--- src/rtl/bmm_pkg.sv ---
package bmm_pkg;

   // identifies the requesting bus master
   typedef enum logic {
      MST_CPU   = 1'b0,
      MST_VIDEO = 1'b1
   } master_e;

   localparam int unsigned NUM_MASTERS = 2;

   // fields pulled out of the control byte
   typedef struct packed {
      logic       cpu_dis;   // active-low processor enable (1 = off)
      logic       vid_dis;   // active-low video enable (1 = off)
      logic [1:0] bank;      // secondary bank index
   } ctrl_fields_t;

endpackage

--- src/rtl/bmm_ctrl_reg.sv ---
module bmm_ctrl_reg #(
   parameter int unsigned         DATA_W        = 8,
   parameter int unsigned         ADDR_W        = 16,
   parameter logic [ADDR_W-1:0]   REG_ADDR      = 16'hD301,
   parameter logic [DATA_W-1:0]   RESET_VAL     = 8'hFF,
   parameter bit                  ZERO_ON_MISS  = 1'b1
) (
   input  logic              clk,
   input  logic              rst_n,
   input  logic              we,
   input  logic [ADDR_W-1:0] addr,
   input  logic [DATA_W-1:0] wdata,
   output logic [DATA_W-1:0] rdata,
   output logic [DATA_W-1:0] ctrl_q
);

   logic hit;
   assign hit = (addr == REG_ADDR);

   always_ff @(posedge clk) begin
      if (!rst_n) begin
         ctrl_q <= RESET_VAL;
      end else if (we && hit) begin
         ctrl_q <= wdata;
      end
   end

   generate
      if (ZERO_ON_MISS) begin : g_rd_gated
         assign rdata = hit ? ctrl_q : '0;
      end else begin : g_rd_open
         assign rdata = ctrl_q;
      end
   endgenerate

endmodule

--- src/rtl/bmm_window_det.sv ---
module bmm_window_det #(
   parameter int unsigned             ADDR_W   = 16,
   parameter logic [ADDR_W-1:0]       WIN_BASE = 16'h4000,
   parameter int unsigned             WIN_W    = 14
) (
   input  logic [ADDR_W-1:0] addr,
   output logic              in_win
);

   localparam logic [ADDR_W:0] WIN_END = {1'b0, WIN_BASE} + (ADDR_W + 1)'(2 ** WIN_W);

   logic [ADDR_W:0] addr_x;
   assign addr_x = {1'b0, addr};
   assign in_win = (addr_x >= {1'b0, WIN_BASE}) && (addr_x < WIN_END);

endmodule

--- src/rtl/bmm_route.sv ---
module bmm_route
   import bmm_pkg::*;
#(
   parameter int unsigned NMST = NUM_MASTERS
) (
   input  logic            in_win,
   input  master_e         master,
   input  logic [NMST-1:0] dis_n,      // per-master active-low enable, 1 = off
   output logic            to_sec
);

   logic [NMST-1:0] sec_req;

   generate
      for (genvar m = 0; m < NMST; m++) begin : g_mst
         assign sec_req[m] = in_win && !dis_n[m];
      end
   endgenerate

   assign to_sec = sec_req[master];

endmodule

--- src/rtl/bmm_xlate.sv ---
module bmm_xlate #(
   parameter int unsigned LADDR_W = 16,
   parameter int unsigned BANK_W  = 2,
   parameter int unsigned WIN_W   = 14
) (
   input  logic [LADDR_W-1:0] log_addr,
   input  logic [BANK_W-1:0]  bank,
   input  logic               to_sec,
   output logic [LADDR_W:0]   phys_addr
);

   logic [LADDR_W:0] main_pa;
   logic [LADDR_W:0] sec_pa;

   assign main_pa   = {1'b0, log_addr};
   assign sec_pa    = {1'b1, bank, log_addr[WIN_W-1:0]};
   assign phys_addr = to_sec ? sec_pa : main_pa;

endmodule

--- src/rtl/bank_mapper.sv ---
module bank_mapper
   import bmm_pkg::*;
#(
   parameter int unsigned              LADDR_W    = 16,
   parameter int unsigned              CTRL_W     = 8,
   parameter int unsigned              BANK_W     = 2,
   parameter int unsigned              WIN_W      = 14,
   parameter logic [LADDR_W-1:0]       WIN_BASE   = 16'h4000,
   parameter logic [LADDR_W-1:0]       CTRL_ADDR  = 16'hD301,
   parameter logic [CTRL_W-1:0]        CTRL_RST   = 8'hFF,
   parameter int unsigned              CPU_EN_BIT = 4,
   parameter int unsigned              VID_EN_BIT = 5,
   parameter int unsigned              BANK_LSB   = 2
) (
   input  logic               clk,
   input  logic               rst_n,
   input  logic               cfg_we,
   input  logic [15:0]        cfg_addr,
   input  logic [7:0]         cfg_wdata,
   output logic [7:0]         cfg_rdata,
   input  logic [15:0]        log_addr,
   input  logic               is_video,
   output logic [16:0]        phys_addr
);

   localparam int unsigned PADDR_W = LADDR_W + 1;

   // elaboration-time parameter checks
   generate
      if (BANK_W + WIN_W != LADDR_W) begin : g_bad_split
         $error("bank bits plus window bits must equal logical width");
      end
      if (BANK_LSB + BANK_W > CTRL_W) begin : g_bad_bank
         $error("bank field exceeds control register");
      end
      if (CPU_EN_BIT >= CTRL_W || VID_EN_BIT >= CTRL_W || CPU_EN_BIT == VID_EN_BIT) begin : g_bad_en
         $error("enable bit positions invalid");
      end
      if (LADDR_W != 16 || CTRL_W != 8) begin : g_bad_port
         $error("port widths are fixed at 16/8");
      end
   endgenerate

   logic [CTRL_W-1:0] ctrl_q;
   ctrl_fields_t      fld;
   logic              in_win;
   logic              to_sec;
   master_e           mst;

   bmm_ctrl_reg #(
      .DATA_W      (CTRL_W),
      .ADDR_W      (LADDR_W),
      .REG_ADDR    (CTRL_ADDR),
      .RESET_VAL   (CTRL_RST),
      .ZERO_ON_MISS(1'b1)
   ) u_reg (
      .clk   (clk),
      .rst_n (rst_n),
      .we    (cfg_we),
      .addr  (cfg_addr),
      .wdata (cfg_wdata),
      .rdata (cfg_rdata),
      .ctrl_q(ctrl_q)
   );

   assign fld.cpu_dis = ctrl_q[CPU_EN_BIT];
   assign fld.vid_dis = ctrl_q[VID_EN_BIT];
   assign fld.bank    = ctrl_q[BANK_LSB +: BANK_W];
   assign mst         = is_video ? MST_VIDEO : MST_CPU;

   bmm_window_det #(
      .ADDR_W  (LADDR_W),
      .WIN_BASE(WIN_BASE),
      .WIN_W   (WIN_W)
   ) u_win (
      .addr  (log_addr),
      .in_win(in_win)
   );

   bmm_route #(
      .NMST(NUM_MASTERS)
   ) u_route (
      .in_win(in_win),
      .master(mst),
      .dis_n ({fld.vid_dis, fld.cpu_dis}),
      .to_sec(to_sec)
   );

   logic [PADDR_W-1:0] pa;

   bmm_xlate #(
      .LADDR_W(LADDR_W),
      .BANK_W (BANK_W),
      .WIN_W  (WIN_W)
   ) u_xl (
      .log_addr (log_addr),
      .bank     (fld.bank),
      .to_sec   (to_sec),
      .phys_addr(pa)
   );

   assign phys_addr = pa;

endmodule

--- config.mk ---
export PLATFORM = sky130hd
export DESIGN_NAME = bank_mapper
export DESIGN_NICKNAME = d
export VERILOG_FILES = /design/src/rtl/bmm_pkg.sv /design/src/rtl/bmm_ctrl_reg.sv /design/src/rtl/bmm_window_det.sv /design/src/rtl/bmm_route.sv /design/src/rtl/bmm_xlate.sv /design/src/rtl/bank_mapper.sv
export SDC_FILE = /design/constraint.sdc
export NUM_CORES = 1
export LEC_CHECK = 0
export BUFFER_PORTS_ARGS = -buffer_cell sky130_fd_sc_hd__buf_2
export CAP_MARGIN = 20
export CORE_MARGIN = 2
export CORE_UTILIZATION = 35
export DETAILED_ROUTE_END_ITERATION = 10
export PLACE_DENSITY = 0.84
export SLEW_MARGIN = 30
export SYNTH_ARGS = -nofsm -noshare
export SYNTH_HDL_FRONTEND = slang
export SYNTH_SLANG_ARGS = --single-unit
--- constraint.sdc ---
create_clock -name clk -period 2.5 [get_ports clk]
set_input_delay 0.125 -clock clk [delete_from_list [all_inputs] [get_ports clk]]
set_output_delay 0.125 -clock clk [all_outputs]
set_load 0.01 [all_outputs]
; ---- Yosys cells after proc, flatten, opt, wreduce, memory -nomap -nowiden
; Cells that the tools add are included.
; Widths: inputs -> output; s select.
[op_classes]
order_cmp = 3
eq_ne = 1
mux = 5
reduce_logical = 6
[op_table]
columns = op, count
row1 = $mux 17, 1
row2 = $eq 16x16->1 const B, 1
row3 = $ge 16x15->1 const B, 1
row4 = $lt 16x16->1 const B, 1
row5 = $mux 8, 1
row6 = $logic_and 1x1->1, 4
row7 = $mux 1, 3
row8 = $logic_not 1->1, 2
row9 = $lt 1x2->1 const B, 1
[word_totals]
ff_bits = 8
in_bits = 44
output_inout_bits = 25
elab_cells = 16

; ---- Longest topological paths before layout
[depth]
word_depth = 6
ltp_mapped = 5
mapped_depth_nobuf = 4

; ---- Hierarchy
; Synthesis repeated with hierarchy kept, for this count alone.
[hier_totals]
cells_unflattened = 70
area_unflattened_um2 = 590.6
[modules_own_cells]
columns = mod, instances, cells_each, area_per_inst_um2, seq_area_each_um2
row1 = bmm_ctrl_reg, 1, 50, 425.4, 160.2
row2 = bmm_xlate, 1, 17, 135.1, 0.0
row3 = bmm_route, 1, 2, 16.3, 0.0
row4 = bmm_window_det, 1, 1, 13.8, 0.0

; ---- Worst setup path before layout
; Ideal clock, no wire load.
[synth_timing]
kind = input-to-output
startpoint = input cfg_addr[5]
endpoint = output cfg_rdata[5]
arrival_time_ns = 0.939
required_ns = 2.375
slack_ns = 1.436
cell_stages = 4
n_path_buf = 1
path_cell_list = nor4b_4 > and4_4 > buf_6 > and2_1
[synth_between]
elab_chain_len = 2
[synth_lines]
columns = element, line_no
row1 = "start, declared", bank_mapper.sv:18  ; input logic [15:0] cfg_addr,
row2 = $eq 16x16->1, bmm_ctrl_reg.sv:18  ; assign hit = (addr == REG_ADDR);
row3 = $mux 8, bmm_ctrl_reg.sv:30  ; assign rdata = hit ? ctrl_q : '0;
row4 = "end, declared", bank_mapper.sv:20  ; output logic [7:0] cfg_rdata,
; Every way passes these cells.

; ---- Worst setup path in the final report
[layout_timing]
startpoint = register u_reg.ctrl_q[4]
endpoint = output phys_addr[15]
[layout_between]
elab_chain_len = 5
[layout_lines]
columns = element, line_no
row1 = "start, declared", bmm_ctrl_reg.sv:14  ; output logic [DATA_W-1:0] ctrl_q
row2 = "start signal, assigned", bmm_ctrl_reg.sv:24  ; ctrl_q <= wdata;
row3 = $logic_not 1->1, bmm_route.sv:16  ; assign sec_req[m] = in_win && !dis_n[m];
row4 = $logic_and 1x1->1, bmm_route.sv:16
row5 = $mux 1 (implied by the code) (2 in a row), bmm_route.sv:20  ; assign to_sec = sec_req[master];
row6 = $mux 17, bmm_xlate.sv:17  ; assign phys_addr = to_sec ? sec_pa : main_pa;
row7 = "end, declared", bank_mapper.sv:23  ; output logic [16:0] phys_addr
; Every way passes these cells. The select of a mux whose other input is x is not followed.

==> parameters.txt <==
Parameter                              Value

Run status
  Run status ... complete, no violations

Pwr
  Total power divided by cell area ... roughly 380 mW/mm^2
  Overall power after layout ... 264.8 uW
  Leak Pwr ... around 0.35 nW
  Maximum resistive drop on vdd ... approximately 260 uV

STA
  Final setup violation count ... 0
  Worst Setup Slack, final ... 1058 ps
  Timing-limited maximum frequency ... about 700 MHz
  Largest clock skew in the final design ... 0 ps
  Final Hold Vio Count ... 0
  Minimum clock period ... roughly 1400 ps
  Max_slew headroom ... about three quarters
  Final slew viol count ... 0
  Worst Max-Slew Pin Slew ... 354.0 ps
  Setup repair after global routing missed its margin ... false
  Sum of negative setup slack ... 0 ps
  Final worst path period share ... 57.68%

Worst setup path
  Worst EP required ... between 2000 and 2500 ps
  Startpoint type of the worst setup path ... flop
  Type of the setup path with the least slack ... reg2out
  Maximum fanout along the worst path ... 3
  Setup crit end kind ... primary output
  Data arrival time of the critical path ... about 1300 ps

Global route
  Largest net degree at the start of global routing ... 16
  Number of global-route vias before repair ... ~490
  Wire length of the first global-routing pass ... just under 2 mm
  Aggregate global routing overflow ... 0
  GRT Util Overall ... 13.21%
  Initial antenna violation count ... 0

Floorplanning
  Core outline area ... 0.001541 sq mm
  Die boundary width ... ~45 um
  Top-Level Pins ... 69
  Number of cell rows ... 14
  Height of the die ... 44.99 um
  Die ar. ... 0.002024 sq mm
  Initial standard-cell utilization of the core ... roughly two fifths

Final layout
  Layout overhead on the synthesized area ... 18.72%
  Flip-flop count of the largest register, all copies and words added ... 8
  Final core occ ... between 40% and 50%
  Fraction of layout cells with a size suffix above 1 ... 48.96%
  Antenna diodes ... 0
  Registers with the most flip-flops ... u_reg.ctrl_q: 8 flops
  Fillcell total ... ~170
  Area taken by flip-flops and latches ... between 150 and 200 sq um
  Number of nets in the finished design ... approximately 140
  Area of the multi-input gates ... between 200 and 300 sq um
  Register bank with the most flops ... u_reg.ctrl_q

Clock network
  Count of clock tree sinks ... 8
  Number of CTS-inserted buffers ... 3
  CTS tree ... yes
  Buffer depth of the longest clock path ... 2
  Maximum level of the CTS H-tree ... 1
  Post-CTS Hold Buffers ... 0
  # Post-CTS Setup Buffers ... 0
  Master cell of the clock root buffer ... sky130_fd_sc_hd__clkbuf_4
  Clock insertion delay at the later pin of the skew report ... 240 ps
  Cts repair resizes ... 0
  Clock transition time at the flip-flop clock pins of the worst setup and hold paths ... roughly 60 ps

Synthesis
  Main area contributors after synthesis ... sky130_fd_sc_hd__dfxtp_1 (27%), sky130_fd_sc_hd__buf_4 (19%), sky130_fd_sc_hd__nand3_1 (14%)
  Portion of synthesized cell area occupied by the leading cell type ... between 20 and 30%
  Synth Cell Area ... 588.1 sq um
  Yosys top cell by area ... sky130_fd_sc_hd__dfxtp_1
  Flip-flop cell with the highest count after synthesis ... sky130_fd_sc_hd__dfxtp_1
  Post-Synth Adder-Cell Area ... 0%
  Average instance area after synthesis ... between 8 and 9 sq um
  Mapped Cells ... 71
  Synth async-reset ratio ... 0%
  Number of register bits inferred by synthesis ... 8
  Post-synthesis simple-gate area fraction ... between 30% and 40%
  Complex-gate fraction of the synthesized area ... between 10% and 20%
  Share of synthesized area occupied by flip-flops and latches ... between 20% and 30%
  Multiplexer share of the synthesized area ... 0%
  Main combinational cell family by area after synthesis ... simple AND/OR/NAND/NOR gates
  Cell with the most instances after synthesis ... sky130_fd_sc_hd__nand3_1
  Number of synthesized flops with an enable pin ... 0
  Synth warn ... 0
  Cell types with the highest counts after synthesis ... sky130_fd_sc_hd__nand3_1 (16), sky130_fd_sc_hd__buf_4 (15), sky130_fd_sc_hd__and2_1 (8), sky130_fd_sc_hd__dfxtp_1 (8), sky130_fd_sc_hd__o21ai_0 (7)
  Parity-gate share of the synthesized area counting xor and xnor cells ... 0%
  Number of distinct library cells after synthesis ... 21
  Number of nets in the synthesized netlist ... around 120

Drt
  Drt first pass iters ... 2
  DRC marker count from the first detailed-route iteration ... 8
  DRC ... 0
  Post-DR wirelength/cell ... ~12 um
  Total via count after detailed routing ... 576
  Count of antenna-violating nets left after detailed routing ... 0
  Routed vias/inst ... 5.143
  Routed wire length ... between 1 and 1.5 mm

Placement
  Placer Congestion ... between 0.7 and 0.8
  Port Buffers ... 40
  Worst Setup Slack post-DPL ... around 1100 ps
  HPWL Detailed ... 1.071 mm

Hold path
  Path type of the worst min-delay path ... in2reg

Run
  Max_cap viols ... 0
[where the power goes]
part	internal [mW]	leakage (nW)	switching (mW)
logic	0.0226	0.272	0.0182
registers	0.128	0.0648	0.000000947
clock network	0.0548	0.0138	0.0416
[stage by stage]
stage | hold slack (ps) | cell area, sq um | instances
2_1_floorplan | 273.1 | 588.1 | 71
3_3_place_gp | 250.1 | 675.6 | 109
3_5_place_dp | 250.1 | 675.6 | 109
4_1_cts | 102.3 | 698.2 | 112
5_1_grt | 102.0 | 698.2 | 112
6_report | 103.7 | 698.2 | 112
[routing by layer]
layer	global-route usage, %	up-vias	wire length (um)	share of wire [%]
li1	-	284	-	-
met1	15.02	271	478	37
met2	22.86	21	683	53
met3	6.400	0	130	10
met4	1.765	0	0	0
met5	0	-	0	0
[cell type report]
type / instances / share of cell area [%]
tap: 16 / 2.867
inverter: 2 / 1.075
clock buffer: 3 / 3.226
sequential: 8 / 22.94
multi-input combinational: 43 / 41.22
timing repair buffer: 40 / 28.67
[worst max-delay path, stage by stage, from the launching register on]
cell and delay (ps):
sky130_fd_sc_hd__dfxtp_1 310, sky130_fd_sc_hd__nor2b_1 120, sky130_fd_sc_hd__a211oi_1 240, sky130_fd_sc_hd__and2_1 170
sky130_fd_sc_hd__a21o_1 110, sky130_fd_sc_hd__buf_2 120
[cells by family after synthesis]
group	Yosys count
and+or+nand+nor	32
DFF	8
buffers and inverters	20
AOI/OAI and AO/OA	11
[cells in the final DEF (no fill, tap or decap), drive strengths merged, types with 2 or more instances in the layout]
master / Yosys / final
buf: 18 / 40
nand3: 16 / 16
inv: 2 / 2
o21ai: 8 / 8
dfxtp: 8 / 8
clkbuf: 0 / 3
and2: 8 / 8
[final timing paths]
kind / start / endpoint / slack (ps) / depth (start not counted)
max: u_reg.ctrl_q[4] / phys_addr[15] / 1060 / 5
max reg2reg: u_reg.ctrl_q[3] / u_reg.ctrl_q[3] / 1880 / 2
min reg2reg: u_reg.ctrl_q[6] / u_reg.ctrl_q[6] / 480 / 2
min: cfg_wdata[4] / u_reg.ctrl_q[4] / 100 / 3
(Power assumes the default switching activity.)
